File: src/rtl/fcd_pkg.sv
package fcd_pkg;

  localparam int BYTE_W       = 8;
  localparam int ARG_BYTES    = 4;
  localparam int GAIN_ENTRIES = 29;
  localparam int NUM_REGS     = 4;

  // Register slots inside the bank
  localparam int SLOT_TUNE = 0;
  localparam int SLOT_RATE = 1;
  localparam int SLOT_GAIN = 2;
  localparam int SLOT_BIAS = 3;

  typedef enum logic [7:0] {
    OP_TUNE = 8'h01,
    OP_RATE = 8'h02,
    OP_GAIN = 8'h04,
    OP_BIAS = 8'h05,
    OP_GIDX = 8'h0d
  } opcode_e;

  // Gain step table, index in, step value out
  function automatic logic [15:0] gain_step(input int idx);
    logic [15:0] v;
    case (idx)
      0:  v = 16'd0;
      1:  v = 16'd9;
      2:  v = 16'd14;
      3:  v = 16'd27;
      4:  v = 16'd37;
      5:  v = 16'd77;
      6:  v = 16'd87;
      7:  v = 16'd125;
      8:  v = 16'd144;
      9:  v = 16'd157;
      10: v = 16'd166;
      11: v = 16'd197;
      12: v = 16'd207;
      13: v = 16'd229;
      14: v = 16'd254;
      15: v = 16'd280;
      16: v = 16'd297;
      17: v = 16'd328;
      18: v = 16'd338;
      19: v = 16'd364;
      20: v = 16'd372;
      21: v = 16'd386;
      22: v = 16'd402;
      23: v = 16'd421;
      24: v = 16'd434;
      25: v = 16'd439;
      26: v = 16'd445;
      27: v = 16'd480;
      28: v = 16'd496;
      default: v = 16'd0;
    endcase
    return v;
  endfunction

endpackage

File: src/rtl/fcd_framer.sv
module fcd_framer #(
  parameter int BYTE_W    = fcd_pkg::BYTE_W,
  parameter int ARG_BYTES = fcd_pkg::ARG_BYTES,
  localparam int FRAME_BYTES = ARG_BYTES + 1,
  localparam int POS_W       = $clog2(FRAME_BYTES),
  localparam int ARG_W       = BYTE_W * ARG_BYTES
) (
  input  logic              clk,
  input  logic              rst_n,
  input  logic              beat,
  input  logic [BYTE_W-1:0] byte_in,
  output logic              frame_fire,
  output logic [BYTE_W-1:0] frame_op,
  output logic [ARG_W-1:0]  frame_arg,
  output logic              stop_fire
);

  localparam logic [POS_W-1:0] LAST_POS = POS_W'(FRAME_BYTES - 1);

  logic [POS_W-1:0]        pos_q;
  logic [BYTE_W-1:0]       op_q;
  logic [ARG_W-BYTE_W-1:0] head_q;   // argument bytes seen so far
  logic                    at_start;
  logic                    at_last;

  assign at_start = (pos_q == '0);
  assign at_last  = (pos_q == LAST_POS);

  assign stop_fire  = beat && at_start && (byte_in == '0);
  assign frame_fire = beat && at_last;
  assign frame_op   = op_q;
  assign frame_arg  = {head_q, byte_in};

  always_ff @(posedge clk or negedge rst_n) begin
    if (!rst_n) begin
      pos_q  <= '0;
      op_q   <= '0;
      head_q <= '0;
    end else if (beat && !stop_fire) begin
      if (at_start) begin
        op_q <= byte_in;
      end else begin
        head_q <= {head_q[ARG_W-2*BYTE_W-1:0], byte_in};
      end
      pos_q <= at_last ? '0 : pos_q + POS_W'(1);
    end
  end

  a_r1_pos_in_range: assert property (@(posedge clk) disable iff (!rst_n)
    pos_q <= LAST_POS);

  a_r1_wrap_after_frame: assert property (@(posedge clk) disable iff (!rst_n)
    frame_fire |=> (pos_q == '0));

  a_r2_stop_opens_nothing: assert property (@(posedge clk) disable iff (!rst_n)
    stop_fire |=> (pos_q == '0));

  a_r2_stop_not_frame: assert property (@(posedge clk) disable iff (!rst_n)
    !(stop_fire && frame_fire));

endmodule

File: src/rtl/fcd_gain_lut.sv
module fcd_gain_lut #(
  parameter int ARG_W   = fcd_pkg::BYTE_W * fcd_pkg::ARG_BYTES,
  parameter int ENTRIES = fcd_pkg::GAIN_ENTRIES,
  localparam int IDX_W  = $clog2(ENTRIES)
) (
  input  logic [ARG_W-1:0] idx,
  output logic             hit,
  output logic [ARG_W-1:0] value
);

  logic [15:0] step;

  assign hit   = (idx < ARG_W'(ENTRIES));
  assign step  = fcd_pkg::gain_step(int'(idx[IDX_W-1:0]));
  assign value = hit ? ARG_W'(step) : '0;

  always_comb begin
    a_r7_miss_gives_zero: assert (hit || value == '0);
  end

endmodule

File: src/rtl/fcd_reg_bank.sv
module fcd_reg_bank #(
  parameter int ARG_W   = fcd_pkg::BYTE_W * fcd_pkg::ARG_BYTES,
  parameter int OP_W    = fcd_pkg::BYTE_W,
  parameter logic [ARG_W-1:0] RST_TUNE = ARG_W'(94600000),
  parameter logic [ARG_W-1:0] RST_RATE = ARG_W'(100000),
  parameter logic [ARG_W-1:0] RST_GAIN = ARG_W'(120),
  parameter logic [ARG_W-1:0] RST_BIAS = '0,
  localparam int NREG = fcd_pkg::NUM_REGS
) (
  input  logic             clk,
  input  logic             rst_n,
  input  logic             frame_fire,
  input  logic [OP_W-1:0]  frame_op,
  input  logic [ARG_W-1:0] frame_arg,
  input  logic             idx_hit,
  input  logic [ARG_W-1:0] idx_value,
  output logic [ARG_W-1:0] tune_q,
  output logic [ARG_W-1:0] rate_q,
  output logic [ARG_W-1:0] gain_q,
  output logic [ARG_W-1:0] bias_q
);

  import fcd_pkg::*;

  localparam logic [NREG*ARG_W-1:0] RST_PACK = {RST_BIAS, RST_GAIN, RST_RATE, RST_TUNE};

  logic [NREG-1:0]  we;
  logic [ARG_W-1:0] wd    [NREG];
  logic [ARG_W-1:0] reg_q [NREG];
  logic             known_op;

  always_comb begin
    we = '0;
    for (int i = 0; i < NREG; i++) wd[i] = frame_arg;
    we[SLOT_TUNE] = frame_fire && (frame_op == OP_TUNE);
    we[SLOT_RATE] = frame_fire && (frame_op == OP_RATE);
    we[SLOT_BIAS] = frame_fire && (frame_op == OP_BIAS);
    we[SLOT_GAIN] = frame_fire && ((frame_op == OP_GAIN) ||
                                   ((frame_op == OP_GIDX) && idx_hit));
    if (frame_op == OP_GIDX) wd[SLOT_GAIN] = idx_value;
  end

  assign known_op = (frame_op == OP_TUNE) || (frame_op == OP_RATE) ||
                    (frame_op == OP_GAIN) || (frame_op == OP_BIAS) ||
                    (frame_op == OP_GIDX);

  for (genvar g = 0; g < NREG; g++) begin : g_slot
    always_ff @(posedge clk or negedge rst_n) begin
      if (!rst_n)     reg_q[g] <= RST_PACK[g*ARG_W +: ARG_W];
      else if (we[g]) reg_q[g] <= wd[g];
    end
  end

  assign tune_q = reg_q[SLOT_TUNE];
  assign rate_q = reg_q[SLOT_RATE];
  assign gain_q = reg_q[SLOT_GAIN];
  assign bias_q = reg_q[SLOT_BIAS];

  a_r3_tune_loaded: assert property (@(posedge clk) disable iff (!rst_n)
    (frame_fire && frame_op == OP_TUNE) |=> (tune_q == $past(frame_arg)));

  a_r4_rate_loaded: assert property (@(posedge clk) disable iff (!rst_n)
    (frame_fire && frame_op == OP_RATE) |=> (rate_q == $past(frame_arg)));

  a_r5_gain_loaded: assert property (@(posedge clk) disable iff (!rst_n)
    (frame_fire && frame_op == OP_GAIN) |=> (gain_q == $past(frame_arg)));

  a_r6_bias_loaded: assert property (@(posedge clk) disable iff (!rst_n)
    (frame_fire && frame_op == OP_BIAS) |=> (bias_q == $past(frame_arg)));

  a_r7_index_out_of_range: assert property (@(posedge clk) disable iff (!rst_n)
    (frame_fire && frame_op == OP_GIDX && frame_arg >= ARG_W'(GAIN_ENTRIES))
      |=> $stable(gain_q));

  a_r8_unknown_keeps_regs: assert property (@(posedge clk) disable iff (!rst_n)
    (frame_fire && !known_op)
      |=> ($stable(tune_q) && $stable(rate_q) && $stable(gain_q) && $stable(bias_q)));

  a_r10_idle_keeps_regs: assert property (@(posedge clk) disable iff (!rst_n)
    !frame_fire
      |=> ($stable(tune_q) && $stable(rate_q) && $stable(gain_q) && $stable(bias_q)));

endmodule

File: src/rtl/frame_cmd_decoder.sv
module frame_cmd_decoder #(
  parameter int BYTE_W       = fcd_pkg::BYTE_W,
  parameter int ARG_BYTES    = fcd_pkg::ARG_BYTES,
  parameter int GAIN_ENTRIES = fcd_pkg::GAIN_ENTRIES,
  localparam int ARG_W       = BYTE_W * ARG_BYTES
) (
  input  logic              clk,
  input  logic              rst_n,
  input  logic              in_valid,
  output logic              in_ready,
  input  logic [BYTE_W-1:0] in_data,
  output logic [ARG_W-1:0]  tune_freq,
  output logic [ARG_W-1:0]  sample_rate,
  output logic [ARG_W-1:0]  gain,
  output logic [ARG_W-1:0]  bias_delay,
  output logic              cmd_strobe,
  output logic [BYTE_W-1:0] cmd_code,
  output logic              stop_pulse
);

  logic              ready_q;
  logic              beat;
  logic              frame_fire;
  logic              stop_fire;
  logic [BYTE_W-1:0] frame_op;
  logic [ARG_W-1:0]  frame_arg;
  logic              idx_hit;
  logic [ARG_W-1:0]  idx_value;
  logic              strobe_q;
  logic              stop_q;
  logic [BYTE_W-1:0] code_q;

  always_ff @(posedge clk or negedge rst_n) begin
    if (!rst_n) ready_q <= 1'b0;
    else        ready_q <= 1'b1;
  end

  assign in_ready = ready_q;
  assign beat     = in_valid && ready_q;

  fcd_framer #(.BYTE_W(BYTE_W), .ARG_BYTES(ARG_BYTES)) u_framer (
    .clk        (clk),
    .rst_n      (rst_n),
    .beat       (beat),
    .byte_in    (in_data),
    .frame_fire (frame_fire),
    .frame_op   (frame_op),
    .frame_arg  (frame_arg),
    .stop_fire  (stop_fire)
  );

  fcd_gain_lut #(.ARG_W(ARG_W), .ENTRIES(GAIN_ENTRIES)) u_lut (
    .idx   (frame_arg),
    .hit   (idx_hit),
    .value (idx_value)
  );

  fcd_reg_bank #(.ARG_W(ARG_W), .OP_W(BYTE_W)) u_regs (
    .clk        (clk),
    .rst_n      (rst_n),
    .frame_fire (frame_fire),
    .frame_op   (frame_op),
    .frame_arg  (frame_arg),
    .idx_hit    (idx_hit),
    .idx_value  (idx_value),
    .tune_q     (tune_freq),
    .rate_q     (sample_rate),
    .gain_q     (gain),
    .bias_q     (bias_delay)
  );

  always_ff @(posedge clk or negedge rst_n) begin
    if (!rst_n) begin
      strobe_q <= 1'b0;
      stop_q   <= 1'b0;
      code_q   <= '0;
    end else begin
      strobe_q <= frame_fire;
      stop_q   <= stop_fire;
      if (frame_fire) code_q <= frame_op;
    end
  end

  assign cmd_strobe = strobe_q;
  assign cmd_code   = code_q;
  assign stop_pulse = stop_q;

  a_r9_strobe_single: assert property (@(posedge clk) disable iff (!rst_n)
    cmd_strobe |=> !cmd_strobe);

  a_r9_code_nonzero: assert property (@(posedge clk) disable iff (!rst_n)
    cmd_strobe |-> (cmd_code != '0));

  a_r2_stop_single: assert property (@(posedge clk) disable iff (!rst_n)
    stop_pulse |=> !stop_pulse);

  a_r10_ready_held: assert property (@(posedge clk) disable iff (!rst_n)
    in_ready |=> in_ready);

endmodule

File: config.mk
export PLATFORM = sky130hd
export DESIGN_NAME = frame_cmd_decoder
export DESIGN_NICKNAME = d
export VERILOG_FILES = /design/src/rtl/fcd_pkg.sv /design/src/rtl/fcd_framer.sv /design/src/rtl/fcd_gain_lut.sv /design/src/rtl/fcd_reg_bank.sv /design/src/rtl/frame_cmd_decoder.sv
export SDC_FILE = /design/constraint.sdc
export NUM_CORES = 1
export LEC_CHECK = 0
export ABC_AREA = 1
export BUFFER_PORTS_ARGS = -buffer_cell sky130_fd_sc_hd__buf_2
export CELL_PAD_IN_SITES_DETAIL_PLACEMENT = 1
export CELL_PAD_IN_SITES_GLOBAL_PLACEMENT = 1
export CORE_MARGIN = 5
export CORE_UTILIZATION = 44
export CTS_CLUSTER_DIAMETER = 50
export DETAILED_ROUTE_END_ITERATION = 12
export PLACE_DENSITY = 0.84
export REMOVE_ABC_BUFFERS = 1
export SLEW_MARGIN = 25
export SYNTH_ARGS = -nofsm -noshare
export SYNTH_HDL_FRONTEND = slang
export SYNTH_SLANG_ARGS = --single-unit
export TNS_END_PERCENT = 20
File: constraint.sdc
create_clock -name clk -period 3 [get_ports clk]
set_clock_uncertainty 0.15 [all_clocks]
set_input_delay 0.45 -clock clk [delete_from_list [all_inputs] [get_ports clk]]
set_output_delay 0.45 -clock clk [all_outputs]
set_load 0.03 [all_outputs]
==> summary.txt, run 1 <==
Run status
  • Run status: finished clean

Timing
  • Fin crit share: 0.770
  • Final setup fails: 0
  • Tmin final: 2.31 ns
  • Worst-Margin Slew: around 0.74 ns
  • Fmax: about 430 MHz
  • Final worst slack: roughly 0.7 ns
  • Unrepaired setup endpoints after global routing: no
  • Setup TNS Final: 0 ns
  • Slew HR: 0.504
  • Hold Fails Final Rpt: 0
  • Slew Limit Fails: 0

Power
  • P_int: ~4.3 mW
  • Clock share of power: 0.313
  • Sw power: 2.40 mW
  • Switching part of the total: 0.359
  • Overall Power: 6.68 mW
  • Pleak: 4.76 nW
  • Power per cell area: between 700 and 800 nW/um^2
  • Gate power share: 0.233
  • Peak supply drop: roughly 0.0004 V
  • Flop pwr share: 0.454

Cells and area
  • Area Growth Syn to Fin: 19.2%
  • Post-route insts no fill: 1194
  • Post-layout nets: around 980
  • Diode count: 0
  • Share of layout cells above drive strength 1: 0.244
  • FILL cells: about 2000

Clock tree
  • Num CTS Buffers: 17
  • Clock Sinks: about 170
  • CTS Root Cell: clkbuf_16
  • Clock Latency Late Sink: roughly 0.43 ns
  • Clock Tree Buf Depth: 2
  • CTS tree: built
  • Htree depth: 4
  • Clock-pin transition on the worst setup and hold timing paths: around 0.07 ns
  • Post-CTS sizing: 0

Synth
  • Number of flops mapped to enable cells by yosys: 0
  • FF+latch count, synth: ~170
  • Synth area leader: dfrtp_1
  • Synth unique cells: 31
  • Post-Syn Area per Cell: 8.96 um^2
  • Mapped Cells: 830
  • Warnings, synthesis: 0
  • Ranking of synthesized cells by area: dfrtp_1, nand2_1, dfstp_2
  • Ys async rst share: 1.00
  • Seq/Total Area, Yosys: 0.589
  • Post-Syn Area: around 7400 um^2
  • Synth top area share: 0.508
  • Dominant synthesized flop cell: dfrtp_1

Placement
  • Post-DP HPWL: approximately 14000 um
  • Gpl congestion: 0.845
  • Placement Setup Slack: 0.496 ns
  • PortBufs: around 150
  • Cells after DPL: 1161

Route
  • 1st-pass router iterations: 5
  • Avg WL per Cell: around 18 um
  • Routed via count: between 6000 and 7000
  • DRT Wirelength: around 21000 um
  • Post-route DRC: 0
  • Initial DRC Count: between 300 and 400
  • Final antenna-violating net count: 0
  • Vias per inst: around 5.2

Run
  • MaxCap Viol Count: 0

Critical path
  • Crit start category: flop
  • CP endpoint kind: flop
  • Arr. time, crit path: 2.44 ns
  • Crit path required time: between 3 and 4 ns
  • Worst-path maximum fanout: 64
  • Worst Setup Path Type: reg2reg

Floorplan
  • Die Wd: approximately 140 um
  • # rows: 47
  • Core area: around 17000 um^2
  • Starting Density: 0.448
  • Vert. Die Dim: around 140 um
  • Die Area: 19600 um^2
  • IO Count: 150

Global routing
  • GRT Total Usage: 0.219
  • Vias in the first global route: 6607
  • Largest net degree at the start of global routing: a little under 80
  • Total grt overflow: 0
  • First-pass GRT wire length: about 35000 um
  • Initial antenna violation count: 0

Worst hold path
  • Min-Delay Path Class: in2reg
-- flip-flops by register name, indices dropped and copies added (netlist names) --
signal             cells
u_regs.rate_q         32
u_framer.pos_q         3
u_regs.tune_q         32
u_regs.bias_q         32
u_framer.head_q       24
in_ready               1
cmd_code               8
u_framer.frame_op      8
stop_pulse             1
u_regs.gain_q         32
cmd_strobe             1
-- per-layer routing --
metal  global-route usage  vias to the layer above  routed length, um
met5                    0                        -                  0
met4               0.0576                        0                274
met3               0.0446                       25                976
met2                0.379                      153              10700
met1                0.283                     3063               9100
li1                     -                     2942                  -
-- cells by family (layout without fill, tap and decap cells) --
logic type,count (synthesis),count (layout),share of synthesized area
flops,174,174,0.589
simple gates,411,411,0.237
fa+ha+maj,9,9,0.0151
compound gates,143,143,0.0979
other cells,1,1,0.000504
buf+inv,92,236,0.0602
-- per-stage QoR --
stage / area [um^2] / utilization / hold slack [ns]
floorplan: 7170 / - / 0.00441
global route: 8860 / 0.534 / 0.247
detailed placement: 8290 / 0.500 / 0.308
CTS: 8860 / 0.534 / 0.195
global placement: 8290 / 0.500 / 0.302
finish: 8860 / 0.534 / 0.196
-- cell usage after synthesis (5+ instances only) --
master	n
buf_2	15
buf_6	10
clkbuf_1	17
dfrtp_1	151
dfstp_2	23
ha_1	9
inv_1	41
inv_2	5
nand2_1	304
nand2_2	7
nand3_1	27
nand4_1	24
nor2_1	32
o21ai_0	57
o21ai_1	81
-- cell usage in the layout, fill, tap and decap left out, drive strengths merged --
master       count
dlygate4sd3      1
nor2            37
clkbuf          22
nand3           29
o22ai            1
dfrtp          151
dfstp           23
a21oi            4
o21ai          138
nor3             5
nand2          314
clkinvlp         5
nand4           25
clkinv           3
or2              1
buf            156
ha               9
inv             49
conb             1
-- power by group through the flow --
stage                     combinational (mW)  clock (mW)  sequential, mW
after global placement                  1.49           0            3.04
final                                   1.56        2.09            3.03
after detailed placement                1.55           0            3.06
after floorplan                        0.709           0            3.30
after global routing                    1.75        2.24            3.07
after CTS                               1.58        2.12            3.02
-- timing repair --
action | 4_1_cts | 5_1_grt
hold endpoints to repair | 67 | 0
setup buffers | 0 | 0
hold buffers | 1 | 0
-- cell type report --
cell class / instances / area [um^2] / share of cell area
Tap cell: 220 / 275 / 0.0311
Inverter: 47 / 178 / 0.0200
Timing Repair Buffer: 157 / 852 / 0.0961
Multi-Input combinational cell: 564 / 2610 / 0.295
Clock buffer: 22 / 484 / 0.0546
Sequential cell: 174 / 4380 / 0.494
Clock inverter: 10 / 77.6 / 0.00875
-- path summary, 6_finish.rpt --
check | endpoint | slack, ns | depth (start not counted) | start
max | u_regs.rate_q[23]$_DFFE_PN0P_ | 0.69 | 9 | u_framer.pos_q[0]$_DFFE_PN0P_
min in group asynchronous | u_regs.tune_q[19]$_DFFE_PN0P_ | 0.49 | 2 | rst_n
min | u_regs.gain_q[7]$_DFFE_PN0P_ | 0.20 | 5 | in_data[7]
max in group asynchronous | u_regs.tune_q[8]$_DFFE_PN1P_ | 1.40 | 3 | rst_n
min reg2reg | u_regs.gain_q[16]$_DFFE_PN0P_ | 0.32 | 2 | u_regs.gain_q[16]$_DFFE_PN0P_
max reg2reg | u_regs.rate_q[23]$_DFFE_PN0P_ | 0.69 | 9 | u_framer.pos_q[0]$_DFFE_PN0P_
-- worst max-delay path, cell delays in order (launching register included) --
cell and delay [ns]:
dfrtp_1 0.38, inv_1 0.09, ha_1 0.21, nand2_2 0.12, nor2_8 0.13, inv_2 0.13
nor3_4 0.20, nand2_4 0.40, nand2_1 0.19, o21ai_1 0.10
(Power assumes the default switching activity.)
==> run 2, diff against run 1 <==
--- a/config.mk
+++ b/config.mk
@@ -10,10 +10,10 @@
 export CELL_PAD_IN_SITES_DETAIL_PLACEMENT = 1
 export CELL_PAD_IN_SITES_GLOBAL_PLACEMENT = 1
 export CORE_MARGIN = 5
-export CORE_UTILIZATION = 44
+export CORE_UTILIZATION = 41
 export CTS_CLUSTER_DIAMETER = 50
 export DETAILED_ROUTE_END_ITERATION = 12
-export PLACE_DENSITY = 0.84
+export PLACE_DENSITY = 0.79
 export REMOVE_ABC_BUFFERS = 1
 export SLEW_MARGIN = 25
 export SYNTH_ARGS = -nofsm -noshare
==> constraint.sdc (replaced) <==
create_clock -name clk -period 2.2 [get_ports clk]
set_clock_uncertainty 0.15 [all_clocks]
set_input_delay 0.33 -clock clk [delete_from_list [all_inputs] [get_ports clk]]
set_output_delay 0.33 -clock clk [all_outputs]
set_load 0.03 [all_outputs]
==> summary.txt, run 2 (same netlist as run 1, synthesis figures left out) <==
Cells and area
  • Post-route insts no fill: roughly 1200
  • Diode count: 0
  • Area Growth Syn to Fin: 23.6%
  • Post-layout nets: roughly 1000
  • Most common cell after layout, fill and taps aside: nand2_1
  • Share of layout cells above drive strength 1: 0.264
  • FILL cells: between 2000 and 2500
  • Most frequent cells in the layout: nand2_1, dfrtp_1, buf_2, o21ai_1, o21ai_0
  • Finished Cell Area: 9190 um^2

Route
  • Vias per inst: 5.12
  • DRT Wirelength: roughly 22000 um
  • Avg WL per Cell: approximately 18 um
  • Initial DRC Count: around 360
  • 1st-pass router iterations: 4
  • Routed via count: ~6300
  • Final antenna-violating net count: 0
  • Post-route DRC: 0

Global routing
  • First-pass GRT wire length: ~35000 um
  • Largest net degree at the start of global routing: 65
  • Total grt overflow: 0
  • GRT Total Usage: 0.214
  • Vias in the first global route: around 6500
  • Initial antenna violation count: 0

Clock tree
  • Clock Tree Buf Depth: 2
  • CTS Root Cell: clkbuf_16
  • Clock Sinks: 174
  • Clock-pin transition on the worst setup and hold timing paths: approximately 0.070 ns
  • Clock Latency Late Sink: 0.43 ns
  • Htree depth: 4
  • CTS hold repair buffers: 1
  • Num CTS Buffers: 17
  • Post-CTS setup buffers: 0
  • Post-CTS sizing: 0
  • CTS tree: built

Floorplan
  • # rows: 49
  • Starting Density: 0.415
  • Die Area: 20900 um^2
  • Vert. Die Dim: around 140 um
  • Core area: between 15000 and 20000 um^2
  • Die Wd: ~140 um
  • IO Count: 150

Timing
  • Unrepaired setup endpoints after global routing: no
  • Slew HR: 0.612
  • Hold Fails Final Rpt: 0
  • Worst-Margin Slew: roughly 0.58 ns
  • Final setup fails: 0
  • Fin crit share: 0.923
  • Fmax: 493 MHz
  • Slew Limit Fails: 0
  • Setup TNS Final: 0 ns
  • Tmin final: 2.03 ns

Power
  • Pleak: between 4 and 5 nW
  • Overall Power: between 9 and 10 mW
  • Peak supply drop: between 0.0005 and 0.0006 V
  • Power per cell area: approximately 1000 nW/um^2

Placement
  • PortBufs: between 100 and 150
  • Cells after DPL: about 1200
  • Placed Area: around 8500 um^2
  • Gpl congestion: around 0.83
  • Post-DP HPWL: around 15000 um

Worst hold path
  • Hold path depth: 5
  • Min-Delay Path Class: in2reg

Critical path
  • Worst Setup Path Type: reg2reg
  • Crit path required time: 2.36 ns
  • R2R Setup Slk: around 0.17 ns
  • Worst Reg2Reg Path Length in Cells: 10
  • CP endpoint kind: flop
  • Worst-path maximum fanout: 24
  • Crit start category: flop
  • Arr. time, crit path: around 2.2 ns

Run status
  • Run status: finished clean

Run
  • MaxCap Viol Count: 0
run 2: worst paths after layout:
check | startpoint | to
worst max register to register | u_framer.pos_q[0]$_DFFE_PN0P_ | u_regs.rate_q[3]$_DFFE_PN0P_
worst min-delay path | in_data[6] | u_regs.gain_q[6]$_DFFE_PN1P_
worst min register to register | u_regs.gain_q[15]$_DFFE_PN0P_ | u_regs.gain_q[15]$_DFFE_PN0P_
max in group asynchronous | rst_n | u_regs.tune_q[23]$_DFFE_PN1P_
worst max-delay path | u_framer.pos_q[0]$_DFFE_PN0P_ | u_regs.rate_q[3]$_DFFE_PN0P_
min in group asynchronous | rst_n | u_regs.tune_q[20]$_DFFE_PN0P_
run 2: layer usage:
metal	up-vias	share of wire	track usage
met2	136	0.51	0.369
met4	0	0.015	0.0663
met1	3140	0.43	0.279
met3	25	0.042	0.0345
met5	-	0	0
li1	2977	-	-
run 2: metrics by stage:
stage           util  setup slack (ns)  hold slack, ns
4_1_cts        0.514             0.159          0.0673
6_report       0.514             0.170          0.0801
3_5_place_dp   0.477             0.103           0.202
3_3_place_gp   0.477             0.209           0.208
5_1_grt        0.514            0.0253           0.114
2_1_floorplan      -            -0.290          -0.116
run 2: area by class of cell:
| cell class | count | area (um^2) | area share |
|---|---|---|---|
| clock buffers | 19 | 453 | 0.0493 |
| clock inverters | 13 | 185 | 0.0201 |
| flip-flops and latches | 174 | 4380 | 0.477 |
| inverters | 47 | 178 | 0.0193 |
| repair buffers | 181 | 1090 | 0.119 |
| well taps | 229 | 287 | 0.0312 |
| multi-input cells | 564 | 2610 | 0.284 |
run 2: report_power, final:
group          total, mW  switching (mW)  internal, mW  leakage (nW)
Combinational       2.20            1.59         0.608          2.35
Clock               3.25            1.27          1.97         0.321
Sequential          4.13           0.424          3.71          2.29
run 2: critical path: stages, from the launching register on:
cell and delay, ns:
dfrtp_1 0.38, inv_1 0.10, ha_1 0.22, nand2_2 0.12, nor2_8 0.11, inv_2 0.06
nor3_4 0.18, nand2_4 0.22, buf_12 0.23, nand2_1 0.07, o21ai_1 0.06
==> run 3, diff against run 2 <==
--- a/config.mk
+++ b/config.mk
@@ -14,7 +14,6 @@
 export CTS_CLUSTER_DIAMETER = 50
 export DETAILED_ROUTE_END_ITERATION = 12
 export PLACE_DENSITY = 0.79
-export REMOVE_ABC_BUFFERS = 1
 export SLEW_MARGIN = 25
 export SYNTH_ARGS = -nofsm -noshare
 export SYNTH_HDL_FRONTEND = slang
==> summary.txt, run 3 (same netlist as run 1, synthesis figures left out) <==
Run status
  • Run status: finished clean

Global routing
  • Total grt overflow: 0
  • GRT Total Usage: 0.224
  • Vias in the first global route: 6640
  • Largest net degree at the start of global routing: 65
  • Initial antenna violation count: 0
  • First-pass GRT wire length: 36300 um

Route
  • 1st-pass router iterations: 4
  • Routed via count: 6259
  • Avg WL per Cell: 18.2 um
  • Final antenna-violating net count: 0
  • DRT Wirelength: between 20000 and 25000 um
  • Post-route DRC: 0
  • Initial DRC Count: between 300 and 400
  • Vias per inst: approximately 5.1

Floorplan
  • # rows: 49
  • Core area: ~18000 um^2
  • IO Count: 150
  • Die Area: 20900 um^2
  • Starting Density: 0.415
  • Vert. Die Dim: 145 um
  • Die Wd: between 100 and 150 um

Clock tree
  • Clock Sinks: ~170
  • Clock-pin transition on the worst setup and hold timing paths: 0.07 ns
  • Clock Latency Late Sink: approximately 0.43 ns
  • Htree depth: 4
  • CTS tree: built
  • Post-CTS setup buffers: 0
  • CTS Root Cell: clkbuf_16
  • Num CTS Buffers: 17
  • Clock Tree Buf Depth: 2

Critical path
  • Worst-path maximum fanout: between 60 and 70
  • Worst setup path startpoint: u_framer.pos_q[0]$_DFFE_PN0P_
  • Crit path required time: around 2.4 ns
  • CP endpoint kind: flop
  • Arr. time, crit path: ~2.2 ns
  • R2R Setup Slk: 0.12 ns
  • Crit start category: flop
  • Worst Setup Path Type: reg2reg
  • Worst Reg2Reg Path Length in Cells: 10
  • RR Startpoint: u_framer.pos_q[0]$_DFFE_PN0P_
  • FF-to-FF End: u_regs.tune_q[10]$_DFFE_PN0P_
  • Crit path to: u_regs.tune_q[10]$_DFFE_PN0P_

Timing
  • Tmin final: about 2.1 ns
  • Fmax: 481 MHz
  • Slew Limit Fails: 0
  • Hold Fails Final Rpt: 0
  • Final setup fails: 0
  • Setup TNS Final: 0 ns
  • Fin crit share: 0.946

Cells and area
  • Area Growth Syn to Fin: 23.2%
  • Share of layout cells above drive strength 1: 0.263
  • Post-layout nets: between 1000 and 1500
  • Most frequent cells in the layout: nand2_1, dfrtp_1, buf_2, o21ai_1, o21ai_0
  • Finished Cell Area: between 9000 and 10000 um^2
  • Diode count: 0
  • Most common cell after layout, fill and taps aside: nand2_1

Placement
  • Placed Area: 8540 um^2
  • Gpl congestion: about 0.87
  • Post-DP HPWL: approximately 16000 um
  • PortBufs: between 100 and 150

Worst hold path
  • Hold path depth: 5
  • Hold Crit Start: in_data[6]
  • Min-Delay Path Class: in2reg

Power
  • Pleak: approximately 4.9 nW
  • Power per cell area: roughly 1000 nW/um^2
  • Peak supply drop: 0.000595 V

Synth
  • Mapped Nets: 850

Run
  • MaxCap Viol Count: 0
-- run 3: changes by cell type in the layout (fill, tap and decap cells not counted), moves of 2 or more --
cell / before / now
clkbuf_1: 0 / 3
inv_6: 1 / 3
clkinv_2: 6 / 2
buf_4: 23 / 26
clkinvlp_4: 0 / 2
-- run 3: metrics by stage --
stage	utilization	worst slack (ns)	power, mW	std cells	hold slack [ns]
final	0.512	0.119	9.58	1229	0.0697
after floorplan	-	0.372	5.53	830	-0.116
after global routing	0.512	-0.00605	10.1	1229	0.0968
after CTS	0.511	0.116	9.67	1229	0.0530
after global placement	0.477	0.135	6.37	1196	0.132
after detailed placement	0.477	0.00530	6.48	1196	0.137
-- run 3: final cells by class --
cell class	instances	area, um^2
Timing Repair Buffer	183	1100
Sequential cell	174	4380
Inverter	47	180
Tap cell	229	287
Clock inverter	11	156
Fill cell	2146	8740
Multi-Input combinational cell	564	2610
Clock buffer	21	450
-- run 3: how the worst min path moves through the flow --
stage	endpoint	slack, ns
global route	u_regs.gain_q[6]$_DFFE_PN1P_	0.1
global placement	u_regs.rate_q[28]$_DFFE_PN0P_	0.13
finish	u_regs.gain_q[6]$_DFFE_PN1P_	0.07
CTS	u_regs.gain_q[6]$_DFFE_PN1P_	0.05
detailed placement	u_regs.bias_q[28]$_DFFE_PN0P_	0.14
floorplan	cmd_code[0]$_DFFE_PN0P_	-0.12
-- run 3: where the power goes --
part / leakage [nW] / switching [mW] / total (mW) / internal (mW)
clock: 0.291 / 1.30 / 3.14 / 1.84
sequential: 2.29 / 0.445 / 4.16 / 3.71
combinational: 2.35 / 1.60 / 2.28 / 0.680
total: 4.93 / 3.35 / 9.58 / 6.23
-- run 3: what timing repair did --
action / in CTS / in global routing
endpoints found under the hold margin: 39 / 0
resized for setup: 0 / 3
setup endpoints to repair: 0 / 1
hold buffers: 1 / 0
-- run 3: worst max-delay path, cell delays in order (launching register included) --
cell and delay, ns:
dfrtp_1 0.38, inv_1 0.10, ha_2 0.22, nand2_2 0.10, nor2_8 0.14, inv_4 0.10, nor3_4 0.25, nand2_2 0.09
buf_12 0.18, nand2_1 0.11, o21ai_1 0.07
-- run 3: metal layers --
metal,vias to the layer above,track usage,part of all wire
met2,166,0.382,0.49
li1,2985,-,-
met4,0,0.0609,0.018
met1,3079,0.290,0.44
met5,-,0,0
met3,29,0.0490,0.054
